`src/rtl/vic_pkg.sv`:
```
package vic_pkg;

    localparam int ADDR_W = 10;

    typedef enum logic [3:0] {
        RK_NONE,
        RK_VEC,
        RK_BASE,
        RK_PROT,
        RK_NMI,
        RK_PEND,
        RK_FPEND,
        RK_SEL,
        RK_EN,
        RK_MASK
    } reg_kind_e;

    typedef struct packed {
        reg_kind_e  kind;
        logic [1:0] bank;
    } reg_sel_t;

    // Offset decode: group = addr[9:4], word/bank = addr[3:2]
    function automatic reg_sel_t decode_addr(logic [ADDR_W-1:0] addr, int nb);
        reg_sel_t r;
        logic [ADDR_W-5:0] grp;
        r.kind = RK_NONE;
        r.bank = addr[3:2];
        grp    = addr[ADDR_W-1:4];
        if (addr[1:0] == 2'b00) begin
            if (grp == '0) begin
                case (addr[3:2])
                    2'd0:    r.kind = RK_VEC;
                    2'd1:    r.kind = RK_BASE;
                    2'd2:    r.kind = RK_PROT;
                    default: r.kind = RK_NMI;
                endcase
            end else if (int'(addr[3:2]) < nb) begin
                case (int'(grp))
                    1:       r.kind = RK_PEND;
                    2:       r.kind = RK_FPEND;
                    3:       r.kind = RK_SEL;
                    4:       r.kind = RK_EN;
                    5:       r.kind = RK_MASK;
                    default: r.kind = RK_NONE;
                endcase
            end
        end
        return r;
    endfunction

endpackage

```
`src/rtl/vic_regfile.sv`:
```
module vic_regfile
    import vic_pkg::*;
#(
    parameter int NB = 3,
    parameter int DW = 32
) (
    input  logic             clk,
    input  logic             rst,
    input  logic [NB*DW-1:0] src_i,
    input  logic             we_i,
    input  reg_sel_t         sel_i,
    input  logic [DW-1:0]    wdata_i,
    input  logic [DW-1:0]    vec_i,
    output logic [DW-1:0]    rdata_o,
    output logic [NB*DW-1:0] mask_o,
    output logic [NB*DW-1:0] route_o
);

    logic [NB-1:0][DW-1:0] pend_r, fpend_r, route_r, en_r, mask_r;
    logic [DW-1:0] base_r, prot_r, nmi_r;

    generate
        for (genvar b = 0; b < NB; b++) begin : g_bank
            always_ff @(posedge clk) begin
                if (rst) begin
                    pend_r[b]  <= '0;
                    fpend_r[b] <= '0;
                    route_r[b] <= '0;
                    en_r[b]    <= '0;
                    mask_r[b]  <= '0;
                end else begin
                    pend_r[b] <= src_i[b*DW +: DW];
                    if (we_i && int'(sel_i.bank) == b) begin
                        case (sel_i.kind)
                            RK_FPEND: fpend_r[b] <= fpend_r[b] & ~wdata_i;
                            RK_SEL:   route_r[b] <= wdata_i;
                            RK_EN:    en_r[b]    <= wdata_i;
                            RK_MASK:  mask_r[b]  <= wdata_i;
                            default:  ;
                        endcase
                    end
                end
            end
            assign mask_o[b*DW +: DW]  = mask_r[b];
            assign route_o[b*DW +: DW] = route_r[b];
        end
    endgenerate

    always_ff @(posedge clk) begin
        if (rst) begin
            base_r <= '0;
            prot_r <= '0;
            nmi_r  <= '0;
        end else if (we_i) begin
            case (sel_i.kind)
                RK_BASE: base_r <= {wdata_i[DW-1:2], 2'b00};
                RK_PROT: prot_r <= wdata_i;
                RK_NMI:  nmi_r  <= wdata_i;
                default: ;
            endcase
        end
    end

    always_comb begin
        rdata_o = '0;
        case (sel_i.kind)
            RK_VEC:   rdata_o = vec_i;
            RK_BASE:  rdata_o = base_r;
            RK_PROT:  rdata_o = prot_r;
            RK_NMI:   rdata_o = nmi_r;
            RK_PEND:  rdata_o = pend_r[sel_i.bank];
            RK_FPEND: rdata_o = fpend_r[sel_i.bank];
            RK_SEL:   rdata_o = route_r[sel_i.bank];
            RK_EN:    rdata_o = en_r[sel_i.bank];
            RK_MASK:  rdata_o = mask_r[sel_i.bank];
            default:  rdata_o = '0;
        endcase
    end

    // pending tracks the lines one edge later, pending writes included
    assert_pend_follows_R1: assert property (@(posedge clk) disable iff (rst)
        1'b1 |=> pend_r == $past(src_i));

    // bits written as one are clear afterwards
    assert_fpend_w1c_R6: assert property (@(posedge clk) disable iff (rst)
        (we_i && sel_i.kind == RK_FPEND)
        |=> (fpend_r[$past(sel_i.bank)] & $past(wdata_i)) == '0);

    // mask write is stored as written
    assert_mask_store_R8: assert property (@(posedge clk) disable iff (rst)
        (we_i && sel_i.kind == RK_MASK)
        |=> mask_r[$past(sel_i.bank)] == $past(wdata_i));

    // unmapped writes leave every writable register untouched
    assert_unmapped_write_R10: assert property (@(posedge clk) disable iff (rst)
        (we_i && sel_i.kind == RK_NONE)
        |=> $stable(route_r) && $stable(mask_r) && $stable(en_r) && $stable(fpend_r)
            && $stable(base_r) && $stable(prot_r) && $stable(nmi_r));

endmodule

```
`src/rtl/vic_prio.sv`:
```
module vic_prio #(
    parameter int NB = 3,
    parameter int DW = 32
) (
    input  logic             clk,
    input  logic             rst,
    input  logic [NB*DW-1:0] src_i,
    input  logic [NB*DW-1:0] mask_i,
    input  logic [NB*DW-1:0] route_i,
    output logic             irq_o,
    output logic             fiq_o,
    output logic [DW-1:0]    vec_o
);

    localparam int NSRC = NB * DW;

    logic [NSRC-1:0] live;
    logic            irq_d, fiq_d;
    logic [DW-1:0]   vec_d;

    always_comb begin
        live  = src_i & ~mask_i;
        irq_d = |live;
        fiq_d = |(live & route_i);
        vec_d = '0;
        for (int i = NSRC - 1; i >= 0; i--) begin
            if (live[i]) vec_d = DW'(i * 4);
        end
    end

    always_ff @(posedge clk) begin
        if (rst) begin
            irq_o <= 1'b0;
            fiq_o <= 1'b0;
            vec_o <= '0;
        end else begin
            irq_o <= irq_d;
            fiq_o <= fiq_d;
            vec_o <= vec_d;
        end
    end

    // a fast request always comes with an ordinary one
    assert_fiq_implies_irq_R3: assert property (@(posedge clk) disable iff (rst)
        fiq_o |-> irq_o);

    // a nonzero vector means a request is up
    assert_vec_needs_irq_R4: assert property (@(posedge clk) disable iff (rst)
        (vec_o != '0) |-> irq_o);

    // vector is a word offset
    assert_vec_aligned_R4: assert property (@(posedge clk) disable iff (rst)
        vec_o[1:0] == 2'b00);

    // reset clears both requests and the vector
    assert_reset_clear_R9: assert property (@(posedge clk)
        rst |=> (!irq_o && !fiq_o && vec_o == '0));

endmodule

```
`src/rtl/vic_top.sv`:
```
module vic_top
    import vic_pkg::*;
#(
    parameter int NUM_BANKS = 3,
    parameter int DATA_W    = 32
) (
    input  logic                        clk,
    input  logic                        rst,
    input  logic [NUM_BANKS*DATA_W-1:0] irq_src_i,
    input  logic [ADDR_W-1:0]           bus_addr_i,
    input  logic                        bus_we_i,
    input  logic [DATA_W-1:0]           bus_wdata_i,
    output logic [DATA_W-1:0]           bus_rdata_o,
    output logic                        irq_o,
    output logic                        fiq_o
);

    localparam int NSRC = NUM_BANKS * DATA_W;

    reg_sel_t          acc_sel;
    logic [NSRC-1:0]   mask_w, route_w;
    logic [DATA_W-1:0] vec_w;

    assign acc_sel = decode_addr(bus_addr_i, NUM_BANKS);

    vic_regfile #(.NB(NUM_BANKS), .DW(DATA_W)) u_regs (
        .clk     (clk),
        .rst     (rst),
        .src_i   (irq_src_i),
        .we_i    (bus_we_i),
        .sel_i   (acc_sel),
        .wdata_i (bus_wdata_i),
        .vec_i   (vec_w),
        .rdata_o (bus_rdata_o),
        .mask_o  (mask_w),
        .route_o (route_w)
    );

    vic_prio #(.NB(NUM_BANKS), .DW(DATA_W)) u_prio (
        .clk     (clk),
        .rst     (rst),
        .src_i   (irq_src_i),
        .mask_i  (mask_w),
        .route_i (route_w),
        .irq_o   (irq_o),
        .fiq_o   (fiq_o),
        .vec_o   (vec_w)
    );

endmodule

```
`config.mk`:
```
export PLATFORM = sky130hd
export DESIGN_NAME = vic_top
export DESIGN_NICKNAME = d
export VERILOG_FILES = /design/src/rtl/vic_pkg.sv /design/src/rtl/vic_regfile.sv /design/src/rtl/vic_prio.sv /design/src/rtl/vic_top.sv
export SDC_FILE = /design/constraint.sdc
export NUM_CORES = 2
export LEC_CHECK = 0
export ABC_AREA = 1
export BUFFER_PORTS_ARGS = -buffer_cell sky130_fd_sc_hd__buf_2
export CELL_PAD_IN_SITES_DETAIL_PLACEMENT = 1
export CELL_PAD_IN_SITES_GLOBAL_PLACEMENT = 1
export CORE_MARGIN = 2
export CORE_UTILIZATION = 43
export CTS_CLUSTER_SIZE = 8
export DETAILED_ROUTE_END_ITERATION = 10
export PLACE_DENSITY_LB_ADDON = 0.25
export RECOVER_POWER = 25
export SYNTH_ARGS = -nofsm -noshare
export SYNTH_HDL_FRONTEND = slang
export SYNTH_HIERARCHICAL = 1
export SYNTH_SLANG_ARGS = --single-unit
```
`constraint.sdc`:
```
create_clock -name clk -period 6.79 [get_ports clk]
set_input_delay 1.358 -clock clk [delete_from_list [all_inputs] [get_ports clk]]
set_output_delay 1.358 -clock clk [all_outputs]
set_load 0.05 [all_outputs]
```
=== Yosys cells after proc, flatten, opt, wreduce, memory -nomap -nowiden ===
Index checks and enable logic that the tools add are counted.

* Input bits: 141
* Output and inout port bits: 34
* Register bits: 608
* Word-level logic and storage cells: 198

* Bitwise logic cells: 7
* Eq/ne operators: 18
* Reductions and logical operators: 32
* Order comparisons: 2
* Muxes and demuxes: 111

{| class="wikitable"
|+ Operator list
! kind !! number
|-
| 32-bit binary-select mux with 2-bit select || 5
|-
| 9-bit two-way mux || 32
|-
| 32-bit one-hot mux with 9 select lines || 1
|-
| 96-bit OR reduction || 3
|-
| 8-bit two-way mux || 32
|-
| 96-bit bitwise AND || 2
|-
| 32-bit two-way mux || 5
|-
| 7-bit two-way mux || 16
|-
| 32-bit bitwise AND || 3
|-
| 96-bit inverter || 1
|-
| 65-bit OR reduction || 1
|-
| 6-bit two-way mux || 8
|-
| 33-bit OR reduction || 1
|-
| 32-bit inverter || 1
|-
| 2-bit AND reduction || 15
|-
| 4-bit two-way mux || 5
|-
| 5-bit two-way mux || 4
|-
| 4-bit one-hot mux with 5 select lines || 1
|-
| 17-bit OR reduction || 1
|-
| 4-bit by 3-bit == test with 1-bit output (second input constant) || 4
|-
| 6-bit by 2-bit == test with 1-bit output (second input constant) || 2
|-
| 6-bit by 3-bit == test with 1-bit output (second input constant) || 2
|-
| 3-bit one-hot mux with 3 select lines || 1
|-
| 9-bit OR reduction || 1
|-
| other kinds (15) || 23
|}

=== Depth between registers and ports, before layout ===
* Depth after elaboration: 97
* Mapped depth: 96
* Mapped depth without buffers: 96

=== Hierarchy ===
Netlist, hierarchy kept.

{| class="wikitable"
|+ Modules (own cells, without submodules)
! module !! area an instance (µm²) !! cells an instance !! seq. area each (µm²) !! instances
|-
| vic_regfile || 25,331.8 || 3,832 || 11,491.0 || 1
|-
| vic_prio || 3,270.6 || 665 || 180.2 || 1
|-
| vic_top || 186.4 || 32 || 0.0 || 1
|}

=== Least setup slack after synthesis ===
OpenSTA, ideal clock, no wires.

* Kind: input to register
* Start point: in irq_src_i[95]
* End point: reg u_prio.vec_o[2]
* Cell stages on the path: 96
* Library setup time: 0.066 ns
* Data required time: 6.724 ns
* Slack: 1.256 ns
* Data arrival time: 5.468 ns
* Path through: inv_1 -> nor2_2 -> nand2_1 -> nand2_1 -> nand2_1 -> nand2_1 -> nand2_1 -> nand2_1 -> nand2_1 -> nand2_1 -> nand2_1 -> nand2_1 -> nand2_1 -> nand2_1 -> nand2_1 -> nand2_1 -> nand2_1 -> nand2_1 -> [... 60 more ...] -> nand2_1 -> nand2_1 -> nand2_1 -> nand2_1 -> nand2_1 -> nand2_1 -> nand2_1 -> nand2_1 -> nand2_1 -> nand2_1 -> nand2_1 -> nand2_1 -> nand2_1 -> nand2_1 -> nand2_1 -> nand2_1 -> nand2_1 -> a21oi_2

* Word-level cells in the longest chain between the ends: 96

{| class="wikitable"
|+ RTL lines
! element !! RTL line !! RTL
|-
| start, declared || vic_top.sv:9 || <nowiki>input logic [NUM_BANKS*DATA_W-1:0] irq_src_i,</nowiki>
|-
| 96-bit bitwise AND || vic_prio.sv:22 || <nowiki>live = src_i & ~mask_i;</nowiki>
|-
| 9-bit two-way mux (32 in a row) || vic_prio.sv:27 || <nowiki>if (live[i]) vec_d = DW'(i * 4);</nowiki>
|-
| 8-bit two-way mux (32 in a row) || vic_prio.sv:27 ||
|-
| 7-bit two-way mux (16 in a row) || vic_prio.sv:27 ||
|-
| 6-bit two-way mux (8 in a row) || vic_prio.sv:27 ||
|-
| 5-bit two-way mux (4 in a row) || vic_prio.sv:27 ||
|-
| 4-bit two-way mux (2 in a row) || vic_prio.sv:27 ||
|-
| 3-bit two-way mux || vic_prio.sv:27 ||
|-
| end signal, assigned || vic_prio.sv:39 || <nowiki>vec_o <= vec_d;</nowiki>
|-
| end, declared || vic_prio.sv:12 || <nowiki>output logic [DW-1:0] vec_o</nowiki>
|}

No other way between the ends.
A chain may end at the register's enable or synchronous reset.

==> impl_results.html <==
<table>
<tr><th>Metric</th><th>Value</th></tr>
<tr><th colspan="2">Run status</th></tr>
<tr><td>Outcome</td><td>finished with violations</td></tr>
<tr><td>Violations in the final reports</td><td>capacitance limit, slew limit</td></tr>
<tr><th colspan="2">Power and ir drop</th></tr>
<tr><td>Total power</td><td>7.82 mW</td></tr>
<tr><td>Highest ir drop seen on vdd</td><td>0.168 mV</td></tr>
<tr><td>Pleak</td><td>15.2 nW</td></tr>
<tr><td>Power density over the cells</td><td>240 mW/mm^2</td></tr>
<tr><th colspan="2">STA</th></tr>
<tr><td>Count of endpoints failing hold in the final timing report</td><td>0</td></tr>
<tr><td>Worst Tran Pin Value</td><td>2730 ps</td></tr>
<tr><td>Unrepaired setup endpoints after global routing</td><td>yes</td></tr>
<tr><td>Setup violators final</td><td>0</td></tr>
<tr><td>Count of pins over their slew limit</td><td>168</td></tr>
<tr><td>Highest clock frequency the design can meet</td><td>151 MHz</td></tr>
<tr><td>Period Utilization, post-route</td><td>97.5%</td></tr>
<tr><td>Final critical path time including I/O delays and setup</td><td>6620 ps</td></tr>
<tr><td>Worst rel slew slack</td><td>-81.9%</td></tr>
<tr><td>Final clock skew</td><td>17.4 ps</td></tr>
<tr><th colspan="2">Logic synthesis</th></tr>
<tr><td>Avg Cell Area, Syn</td><td>6.36 sq um</td></tr>
<tr><td>Post-synthesis cell area</td><td>0.0288 sq mm</td></tr>
<tr><td>Number of enable flip-flop cells after synthesis</td><td>0</td></tr>
<tr><td>Proportion of synthesized flip-flops having asynchronous set or reset</td><td>0%</td></tr>
<tr><td>Synth Instances</td><td>4529</td></tr>
<tr><td>Sequential-to-total area share from yosys stat</td><td>40.5%</td></tr>
<tr><td>Cell accounting for the most synthesized area</td><td>sky130_fd_sc_hd__dfxtp_1</td></tr>
<tr><td>Number of synthesized register bits</td><td>583</td></tr>
<tr><td>Most area-consuming cells after synthesis</td><td>sky130_fd_sc_hd__dfxtp_1 (41%), sky130_fd_sc_hd__nand3_1 (13%), sky130_fd_sc_hd__nor2_1 (11%), sky130_fd_sc_hd__nand2_1 (11%), sky130_fd_sc_hd__inv_1 (6.6%)</td></tr>
<tr><td>Number of distinct standard cells referenced by the synthesized netlist</td><td>35</td></tr>
<tr><td>Yosys warns</td><td>6</td></tr>
<tr><td>Fraction of post-synthesis cell area in the top cell type by area</td><td>40.5%</td></tr>
<tr><td>Most used flip-flop cell after synthesis</td><td>sky130_fd_sc_hd__dfxtp_1</td></tr>
<tr><th colspan="2">Floorplanning</th></tr>
<tr><td>Die Span Y</td><td>263 um</td></tr>
<tr><td>I/O pin total</td><td>175</td></tr>
<tr><td>Num rows</td><td>94</td></tr>
<tr><td>Die Outline Area</td><td>0.0690 sq mm</td></tr>
<tr><td>Initial core utilization</td><td>43.6%</td></tr>
<tr><td>Horizontal die dimension</td><td>263 um</td></tr>
<tr><td>Floorplan Core Area</td><td>0.0660 sq mm</td></tr>
<tr><th colspan="2">Critical path</th></tr>
<tr><td>Reg2Reg Setup Slack</td><td>1000 ps</td></tr>
<tr><td>Endpoint of the lowest-slack register-to-register path</td><td>u_prio/vec_o[2]</td></tr>
<tr><td>Max Fanout on Critical Path</td><td>22</td></tr>
<tr><td>Critical R2R Launch</td><td>u_regs/mask_o[95]</td></tr>
<tr><td>WP data arrival</td><td>5260 ps</td></tr>
<tr><td>Number of cells on the worst reg-to-reg path</td><td>95</td></tr>
<tr><td>WP data required</td><td>5430 ps</td></tr>
<tr><td>Kind of launch point of the worst setup path</td><td>input port</td></tr>
<tr><td>Crit Path Class</td><td>in -&gt; out</td></tr>
<tr><td>Capturing element type of the critical path</td><td>output pin</td></tr>
<tr><th colspan="2">Route</th></tr>
<tr><td>Residual antenna-violating net count after detailed routing</td><td>0</td></tr>
<tr><td>Drt total wl</td><td>125000 um</td></tr>
<tr><td>Drt initial violations</td><td>2747</td></tr>
<tr><td>Router iterations before antenna repair</td><td>6</td></tr>
<tr><td>Total vias in the final route</td><td>30400</td></tr>
<tr><td>DRC errors left</td><td>0</td></tr>
<tr><td>Via density</td><td>5.60</td></tr>
<tr><td>Average routed wire per standard cell</td><td>23.0 um</td></tr>
<tr><th colspan="2">Global route</th></tr>
<tr><td>Overflow after GRT</td><td>0</td></tr>
<tr><td>Total global-route track usage</td><td>35.4%</td></tr>
<tr><td>Wire length of the first global-routing pass</td><td>187000 um</td></tr>
<tr><td>Maximum number of pins on one net before global-route repair</td><td>161</td></tr>
<tr><td>Number of antenna violations at the first check in global routing</td><td>2</td></tr>
<tr><td>Number of global-route vias before repair</td><td>30100</td></tr>
<tr><th colspan="2">Clocking</th></tr>
<tr><td>Cts bufs inserted</td><td>83</td></tr>
<tr><td>Post-CTS setup buffer count</td><td>0</td></tr>
<tr><td>Clock insertion delay at the later pin of the skew report</td><td>640 ps</td></tr>
<tr><td>CTS sink count</td><td>583</td></tr>
<tr><td>Clock root buffer</td><td>sky130_fd_sc_hd__clkbuf_16</td></tr>
<tr><td>Clock-pin slew on the worst setup and hold paths</td><td>50 ps</td></tr>
<tr><td>Depth of the CTS H-tree</td><td>3</td></tr>
<tr><td>TritonCTS clock tree</td><td>built</td></tr>
<tr><td>Clock Path Buffers</td><td>3</td></tr>
<tr><th colspan="2">Final layout</th></tr>
<tr><td>Area overhead of the layout relative to synthesis</td><td>13.3%</td></tr>
<tr><td>Ratio of cells with drive above 1 in the final layout</td><td>9.59%</td></tr>
<tr><td>Net count of the finished layout</td><td>4694</td></tr>
<tr><td>Post-route insts no fill</td><td>5424</td></tr>
<tr><th colspan="2">Placement</th></tr>
<tr><td>Port Buffer Count</td><td>174</td></tr>
<tr><td>Post-DP HPWL</td><td>84000 um</td></tr>
<tr><td>Number of instances in the placed design</td><td>5329</td></tr>
<tr><td>Gp weighted congestion</td><td>1.02</td></tr>
<tr><th colspan="2">Worst hold path</th></tr>
<tr><td>Hold Path Origin</td><td>u_regs/prot_r[25]</td></tr>
<tr><td>Worst Hold Endpoint</td><td>u_regs/prot_r[25]</td></tr>
<tr><td>Worst min path class</td><td>reg -&gt; reg</td></tr>
<tr><td>Cell depth of the worst min-delay path</td><td>2</td></tr>
<tr><th colspan="2">Run</th></tr>
<tr><td>Max-cap violations</td><td>4</td></tr>
</table>
critical path, cell delays in order:
cell and delay (ps):
sky130_fd_sc_hd__clkbuf_1 880, sky130_fd_sc_hd__inv_1 170, sky130_fd_sc_hd__ha_1 270, sky130_fd_sc_hd__nor2_1 110, sky130_fd_sc_hd__o21ai_0 80, sky130_fd_sc_hd__nand2_1 60
sky130_fd_sc_hd__nor2_1 90, sky130_fd_sc_hd__nand2_1 150, sky130_fd_sc_hd__clkinv_1 700, sky130_fd_sc_hd__nand3_1 270, sky130_fd_sc_hd__nand2_1 70, sky130_fd_sc_hd__inv_1 50
sky130_fd_sc_hd__nand2_1 70, sky130_fd_sc_hd__nor2_1 450, sky130_fd_sc_hd__nand2_1 230, sky130_fd_sc_hd__buf_12 200
area by class of cell:
| type | count | area (sq um) |
|---|---|---|
| Tap cell | 864 | 1080 |
| Multi-Input combinational cell | 3081 | 13600 |
| Sequential cell | 583 | 11700 |
| Clock inverter | 8 | 150 |
| Clock buffer | 86 | 2110 |
| Fill cell | 8826 | 33400 |
| Inverter | 560 | 2290 |
| Antenna cell | 1 | 2.50 |
| Timing Repair Buffer | 241 | 1740 |
logic make-up after synthesis:
| group | after synthesis | synth area share (%) |
|---|---|---|
| AOI/OAI and AO/OA | 511 | 9.16 |
| xor gates and xnor gates | 1 | 0.0304 |
| adders and majority gates | 3 | 0.130 |
| buffers and inverters | 889 | 12.9 |
| DFF | 583 | 40.5 |
| other | 1 | 0.0130 |
| and+or+nand+nor | 2541 | 37.3 |
per-layer routing:
metal | up-vias | GRT usage [%] | wire, um
li1 | 14100 | - | -
met1 | 14800 | 45.4 | 52600
met2 | 1113 | 58.2 | 57600
met3 | 272 | 5.22 | 8300
met4 | 0 | 17.1 | 6470
met5 | - | 0 | 0
timing repair:
item                       CTS  global route
setup endpoints to repair    0             1
gates resized for setup      0            15
hold buffers                 0             0
power breakdown:
group,internal (mW),switching [mW]
logic,0.138,0.420
registers,3.46,0.0104
clock network,2.22,1.57
total,5.82,2.00
sequential cells by signal, summed over array words and instances (netlist names):
name and cells:
u_regs/prot_r 32, u_regs/nmi_r 32, u_regs/pend_r 96, u_prio/vec_o 7
u_prio/irq_o 1, u_regs/fpend_r 96, u_prio/fiq_o 1, u_regs/base_r 30
u_regs/en_r 96, u_regs/route_o 96, u_regs/mask_o 96
per-stage QoR:
stage | utilization [%] | hold WS, ps | instance area (sq um) | TNS (ps) | worst slack [ps]
2_1_floorplan | - | 424 | 28900 | 0 | 1260
3_3_place_gp | 46.0 | 432 | 30300 | -64.0 | -64.0
3_5_place_dp | 46.0 | 437 | 30300 | -122 | -122
4_1_cts | 49.4 | 444 | 32600 | 0 | 486
5_1_grt | 49.4 | 459 | 32600 | -870 | -328
6_report | 49.4 | 442 | 32600 | 0 | 171
cells in the mapped netlist, types with 2 or more instances:
cell type and count:
sky130_fd_sc_hd__clkbuf_1 199, sky130_fd_sc_hd__buf_4 31, sky130_fd_sc_hd__nand4_1 14, sky130_fd_sc_hd__nand2_2 27, sky130_fd_sc_hd__nor2_4 5, sky130_fd_sc_hd__nand2_4 9, sky130_fd_sc_hd__nand2_1 854, sky130_fd_sc_hd__o21ai_0 365
sky130_fd_sc_hd__a31oi_1 5, sky130_fd_sc_hd__nor3_1 5, sky130_fd_sc_hd__dfxtp_1 583, sky130_fd_sc_hd__a221oi_1 2, sky130_fd_sc_hd__nand3_1 754, sky130_fd_sc_hd__a21oi_1 97, sky130_fd_sc_hd__nor4_1 6, sky130_fd_sc_hd__o21ai_1 23
sky130_fd_sc_hd__ha_1 3, sky130_fd_sc_hd__inv_1 510, sky130_fd_sc_hd__nor2_2 7, sky130_fd_sc_hd__inv_2 36, sky130_fd_sc_hd__buf_1 33, sky130_fd_sc_hd__o21bai_1 2, sky130_fd_sc_hd__nor2_1 860, sky130_fd_sc_hd__bufinv_8 12
sky130_fd_sc_hd__buf_2 66, sky130_fd_sc_hd__o2111ai_1 12
placed cells by master (no fill, tap or decap), drive strengths merged, types with 7 or more instances in the layout:
| cell | count |
|---|---|
| conb | 25 |
| nand4 | 14 |
| dfxtp | 583 |
| o2111ai | 12 |
| clkinv | 7 |
| o21ai | 388 |
| clkbuf | 94 |
| inv | 548 |
| a21oi | 98 |
| nand2 | 890 |
| buf | 233 |
| nand3 | 754 |
| bufinv | 13 |
| nor2 | 872 |
how the worst max path moves through the flow:
stage             startpoint  slack (ps)               to
2_1_floorplan  irq_src_i[95]        1260  u_prio/vec_o[2]
6_report       bus_addr_i[2]         170  bus_rdata_o[17]
5_1_grt        irq_src_i[95]        -330  u_prio/vec_o[2]
4_1_cts        irq_src_i[95]         490  u_prio/vec_o[2]
3_3_place_gp   irq_src_i[95]         -60  u_prio/vec_o[2]
3_5_place_dp   irq_src_i[95]        -120  u_prio/vec_o[2]
Note: power is estimated with default switching activity, not from simulation.
